<file path="src/rtl/spi_flag_pkg.sv">
package spi_flag_pkg;
  localparam int REG_W = 8;

  // register addresses
  localparam int A_CTRL = 0;
  localparam int A_STAT = 1;
  localparam int A_DATA = 2;

  // status bit positions
  localparam int B_RXF   = 7;
  localparam int B_ERRIE = 6;
  localparam int B_OVF   = 5;
  localparam int B_MODF  = 4;
  localparam int B_TXE   = 3;
  localparam int B_MFEN  = 2;

  // control bit positions
  localparam int C_EN   = 0;
  localparam int C_RXIE = 1;
  localparam int C_TXIE = 2;

  localparam logic [REG_W-1:0] STAT_WMASK = 8'h47;
  localparam logic [REG_W-1:0] CTRL_WMASK = 8'h07;

  // interrupt source indices
  localparam int NSRC  = 3;
  localparam int S_RX  = 0;
  localparam int S_TX  = 1;
  localparam int S_ERR = 2;
endpackage

</file>
<file path="src/rtl/spi_flag_cfg.sv">
module spi_flag_cfg
  import spi_flag_pkg::*;
(
  input  logic             clk,
  input  logic             rst,
  input  logic             wr_ctrl,
  input  logic             wr_stat,
  input  logic [REG_W-1:0] wdata,
  output logic [REG_W-1:0] ctrl_q,
  output logic [REG_W-1:0] scfg_q
);
  always_ff @(posedge clk) begin
    if (rst) begin
      ctrl_q <= '0;
      scfg_q <= '0;
    end else begin
      if (wr_ctrl) ctrl_q <= wdata & CTRL_WMASK;
      if (wr_stat) scfg_q <= wdata & STAT_WMASK;
    end
  end
endmodule

</file>
<file path="src/rtl/spi_flag_rx.sv">
module spi_flag_rx (
  input  logic clk,
  input  logic rst,
  input  logic en,
  input  logic ev_rx,
  input  logic rd_stat,
  input  logic rd_data,
  output logic rxf,
  output logic ovf,
  output logic armed
);
  logic clr;
  assign clr = rd_data & armed;

  always_ff @(posedge clk) begin
    if (rst || !en) begin
      armed <= 1'b0;
      rxf   <= 1'b0;
      ovf   <= 1'b0;
    end else begin
      if (rd_data)                    armed <= 1'b0;
      else if (rd_stat && (rxf || ovf)) armed <= 1'b1;

      if (ev_rx)    rxf <= 1'b1;
      else if (clr) rxf <= 1'b0;

      if (ev_rx && rxf && !clr) ovf <= 1'b1;
      else if (clr)             ovf <= 1'b0;
    end
  end
endmodule

</file>
<file path="src/rtl/spi_flag_irq.sv">
module spi_flag_irq #(
  parameter int N = 3
) (
  input  logic         clk,
  input  logic         rst,
  input  logic [N-1:0] src,
  input  logic [N-1:0] gate,
  output logic         irq
);
  logic [N-1:0] hit;
  for (genvar i = 0; i < N; i++) begin : g_src
    assign hit[i] = src[i] & gate[i];
  end

  always_ff @(posedge clk) begin
    if (rst) irq <= 1'b0;
    else     irq <= |hit;
  end
endmodule

</file>
<file path="src/rtl/spi_flag_ctrl.sv">
module spi_flag_ctrl
  import spi_flag_pkg::*;
#(
  parameter int DATA_W = 8,
  parameter int ADDR_W = 2
) (
  input  logic              clk,
  input  logic              rst,
  input  logic [ADDR_W-1:0] bus_addr,
  input  logic              bus_rd,
  input  logic              bus_wr,
  input  logic [REG_W-1:0]  bus_wdata,
  output logic [DATA_W-1:0] bus_rdata,
  input  logic              ev_tx_load,
  input  logic              ev_rx_done,
  input  logic              ev_mode_fault,
  input  logic [DATA_W-1:0] rx_byte,
  output logic              irq
);
  logic sel_ctrl, sel_stat, sel_data;
  logic wr_ctrl, wr_stat, wr_data, rd_stat, rd_data;
  logic [REG_W-1:0] ctrl_q, scfg_q, stat_rd;
  logic en, rxf, ovf, rx_armed;
  logic txe, modf, mf_armed;
  logic [NSRC-1:0] src, gate;

  assign sel_ctrl = (bus_addr == ADDR_W'(A_CTRL));
  assign sel_stat = (bus_addr == ADDR_W'(A_STAT));
  assign sel_data = (bus_addr == ADDR_W'(A_DATA));
  assign wr_ctrl  = bus_wr & sel_ctrl;
  assign wr_stat  = bus_wr & sel_stat;
  assign wr_data  = bus_wr & sel_data;
  assign rd_stat  = bus_rd & sel_stat;
  assign rd_data  = bus_rd & sel_data;

  spi_flag_cfg u_cfg (
    .clk(clk), .rst(rst), .wr_ctrl(wr_ctrl), .wr_stat(wr_stat),
    .wdata(bus_wdata), .ctrl_q(ctrl_q), .scfg_q(scfg_q)
  );

  assign en = ctrl_q[C_EN];

  spi_flag_rx u_rx (
    .clk(clk), .rst(rst), .en(en), .ev_rx(ev_rx_done),
    .rd_stat(rd_stat), .rd_data(rd_data),
    .rxf(rxf), .ovf(ovf), .armed(rx_armed)
  );

  // transmit-empty and mode-fault flags
  always_ff @(posedge clk) begin
    if (rst || !en) begin
      txe      <= 1'b1;
      modf     <= 1'b0;
      mf_armed <= 1'b0;
    end else begin
      if (ev_tx_load)   txe <= 1'b1;
      else if (wr_data) txe <= 1'b0;

      if (wr_ctrl)             mf_armed <= 1'b0;
      else if (rd_stat && modf) mf_armed <= 1'b1;

      if (ev_mode_fault && scfg_q[B_MFEN]) modf <= 1'b1;
      else if (wr_ctrl && mf_armed)        modf <= 1'b0;
    end
  end

  always_comb begin
    stat_rd         = scfg_q;
    stat_rd[B_RXF]  = rxf;
    stat_rd[B_OVF]  = ovf;
    stat_rd[B_MODF] = modf;
    stat_rd[B_TXE]  = txe;
  end

  always_ff @(posedge clk) begin
    if (rst) begin
      bus_rdata <= '0;
    end else if (bus_rd) begin
      if (sel_ctrl)      bus_rdata <= DATA_W'(ctrl_q);
      else if (sel_stat) bus_rdata <= DATA_W'(stat_rd);
      else if (sel_data) bus_rdata <= rx_byte;
      else               bus_rdata <= '0;
    end
  end

  assign src[S_RX]   = rxf;
  assign src[S_TX]   = txe;
  assign src[S_ERR]  = ovf | modf;
  assign gate[S_RX]  = ctrl_q[C_RXIE];
  assign gate[S_TX]  = ctrl_q[C_TXIE];
  assign gate[S_ERR] = scfg_q[B_ERRIE];

  spi_flag_irq #(.N(NSRC)) u_irq (
    .clk(clk), .rst(rst), .src(src), .gate(gate), .irq(irq)
  );
endmodule

</file>
<file path="config.mk">
export PLATFORM = sky130hd
export DESIGN_NAME = spi_flag_ctrl
export DESIGN_NICKNAME = d
export VERILOG_FILES = /design/src/rtl/spi_flag_pkg.sv /design/src/rtl/spi_flag_cfg.sv /design/src/rtl/spi_flag_rx.sv /design/src/rtl/spi_flag_irq.sv /design/src/rtl/spi_flag_ctrl.sv
export SDC_FILE = /design/constraint.sdc
export NUM_CORES = 1
export LEC_CHECK = 0
export ABC_AREA = 1
export BUFFER_PORTS_ARGS = -buffer_cell sky130_fd_sc_hd__buf_4
export CAP_MARGIN = 20
export CORE_UTILIZATION = 44
export DETAILED_ROUTE_END_ITERATION = 8
export PLACE_DENSITY = 0.72
export SETUP_SLACK_MARGIN = 0.02
export SYNTH_ARGS = -nofsm -noshare
export SYNTH_HDL_FRONTEND = slang
export SYNTH_SLANG_ARGS = --single-unit
</file>
<file path="constraint.sdc">
create_clock -name clk -period 1.6 [get_ports clk]
set_clock_uncertainty 0.2 [all_clocks]
set_input_delay 0.32 -clock clk [delete_from_list [all_inputs] [get_ports clk]]
set_output_delay 0.32 -clock clk [all_outputs]
set_load 0.1 [all_outputs]
</file>
==> impl_metrics.tcl <==
set metrics [dict create \
    die_w_microns 48.7 \
    start_util 0.480 \
    synth_cell_type_count 15 \
    syn_nets 168 \
    drc 0 \
    synth_area_leaders "dfxtp_1 46%, nand2_1 18%, nand3_1 8.9%" \
    max_freq_mhz 679 \
    hp-start "ev_rx_done" \
    pin_count 34 \
    tightest_slew_ns 0.374 \
    syn_area_per_cell_sq_um 6.72 \
    cts_resized 0 \
    crit_path_end_kind "output port" \
    final_cell_mix "46 x nand2_1, 29 x buf_4, 22 x dfxtp_1" \
    reg2reg_depth 5 \
    whs_path_depth 3 \
    syn_to_final_growth_pct 29.4 \
    synth_top_area_frac 0.458 \
    fin_tns_setup_ns 0 \
    criticalPathCategory "reg2out" \
    crit_buf_inv 1 \
    grt_pass1_wl_microns 3840 \
    synthCells 143 \
    netlist_area_sq_um 961 \
    wl_per_cell_microns 11.2 \
    num-fill-cells 213 \
    drtIter0Drc 27 \
    required_ns 1.08 \
    arrival_ns 0.95 \
    wl_met1_microns 1150 \
    p_sw_frac 0.285 \
    cp-start-kind "register" \
    min_period_ns 1.47 \
    critPathMaxStageDelay_ns 0.36 \
    avgViaCountPerCell 4.94 \
    worstSkewPairLatency_ns 0.30 \
    clk_pin_slew_ns 0.12 \
    hold_viol_final 0 \
    total_leakage_power_nw 0.583 \
    slew_viol_final 0 \
    highest_layer "met4" \
    internal_power_w 0.000768 \
    antenna_found_initial 0 \
    r2r_end "txe" \
    r2r-start "u_cfg.ctrl_q[0]" \
    p_sw_w 0.000307 \
    irDropWorstVdd_uv 485 \
    wirelength_microns 2260 \
    h-tree-depth 1 \
    numPlacedInstances 196 \
    comb_power_share 0.182 \
    num_rows 16 \
    io_buffer_count 29 \
    rsz0062_at_grt "false" \
    die-height_microns 48.7 \
    max-cap-violations 0 \
    cts_buffers 3 \
    wl_met3_microns 103 \
    nNetsFinal 200 \
    stdcell_count 201 \
    cts.sink_count 22 \
    drt_pass1_iterations 4 \
    ys_warn_count 0 \
    yosysSeqAreaShare 0.458 \
    yosys.area.top_type "dfxtp_1" \
    setup_viol 0 \
    grt_use_total 0.209 \
    dieArea_sq_um 2370 \
    gp_congestion 0.820 \
    cp_cell_sequence "buf_4" \
    hold_path.class "in2reg" \
    drive_gt1_frac 0.218 \
    critPathMaxFanout 2 \
    ant_nets 0 \
    fin_crit_sh 0.921 \
    seqCellArea_sq_um 440 \
    core_area_sq_um 2000 \
    route.met2.wl_microns 988 \
    gr-total-overflow 0 \
    p_clk_frac 0.284 \
    regToRegSetupSlack_ns 0.35 \
    cts_root_buffer "clkbuf_4" \
    path_delay_family "flip-flops" \
    cts_hold_buf 1 \
    final_common_cell "nand2_1" \
    p_seq_frac 0.534 \
    p_per_area_nw_per_um2 864 \
    clockBufferDepth 2 \
    grt_start_max_net_pins 13 \
    slowest_stage "dfxtp_1" \
    ys_ff_latch 22 \
    hold_end "u_rx.rxf" \
    grt_pass1_vias 909 \
    dp_hpwl_microns 1700 \
    diodes 0 \
    vias 992 \
    multi_input_area_sq_um 442 \
    outcome "completed" \
    cts_tree "done" \
    postCtsSetupRepairBufs 0 \
    max_slew_margin 0.750 \
]
==> how the worst max path moves through the flow <==
stage / from / endpoint / slack (ns) / cells after the start
3_3_place_gp: bus_addr[0] / u_rx.rxf / 0.18 / 7
4_1_cts: bus_rdata[5] / bus_rdata[5] / 0.11 / 1
5_1_grt: bus_rdata[4] / bus_rdata[4] / 0.07 / 1
6_report: bus_rdata[6] / bus_rdata[6] / 0.13 / 1
2_1_floorplan: bus_rdata[1] / bus_rdata[1] / 0.08 / 4
3_5_place_dp: bus_addr[1] / u_cfg.ctrl_q[1] / 0.11 / 5
==> through the flow <==
step	cell area [sq um]	setup WS, ns	total power (W)	hold WS, ns	util
after global placement	1200	0.178	0.000776	0.237	0.598
final	1240	0.127	0.00107	0.0263	0.621
after global routing	1240	0.0736	0.00113	0.0124	0.621
after detailed placement	1200	0.114	0.000779	0.246	0.598
after floorplan	961	0.0836	0.000707	0.219	-
after CTS	1240	0.107	0.00109	0.0102	0.621
==> metal layers <==
metal  GRT usage  up-vias
met1       0.287      451
met5           0        -
met4      0.0735        0
li1            -      513
met2       0.324       26
met3      0.0409        2
==> sequential cells by signal (all words and copies together), names as in the netlist <==
signal	count
bus_rdata	8
u_rx.rxf	1
mf_armed	1
modf	1
txe	1
u_irq.irq	1
u_rx.ovf	1
u_cfg.ctrl_q	3
u_rx.armed	1
u_cfg.scfg_q	4
==> layout make-up <==
class | instances | area share
repair buffers | 30 | 0.183
flip-flops and latches | 22 | 0.354
inverters | 17 | 0.0513
clock buffers | 4 | 0.0292
well taps | 27 | 0.0272
multi-input cells | 101 | 0.355
==> cell families (layout without fill, tap and decap cells) <==
kind of cell,Yosys count,in the layout,share of synthesized area
compound gates,20,20,0.105
buf+inv,20,51,0.0820
simple gates,81,81,0.354
flops,22,22,0.458
==> power by group through the flow <==
stage          logic [W]  clock network (W)  registers [W]
3_5_place_dp    0.000193                  0       0.000586
2_1_floorplan  0.0000608                  0       0.000646
6_report        0.000196           0.000305       0.000573
5_1_grt         0.000211           0.000346       0.000576
3_3_place_gp    0.000191                  0       0.000585
4_1_cts         0.000196           0.000318       0.000573
==> synth_stat cells <==
cell and n:
inv_2 2, nor2_2 1, buf_2 3, nand2_1 46, clkinv_1 1, nand3_1 17, a31oi_1 1, inv_1 14
nand2_2 1, nor2_4 1, nor2_1 14, nand4_1 1, dfxtp_1 22, o21ai_0 10, a21oi_1 9
Power figures use the tool's default switching activity.
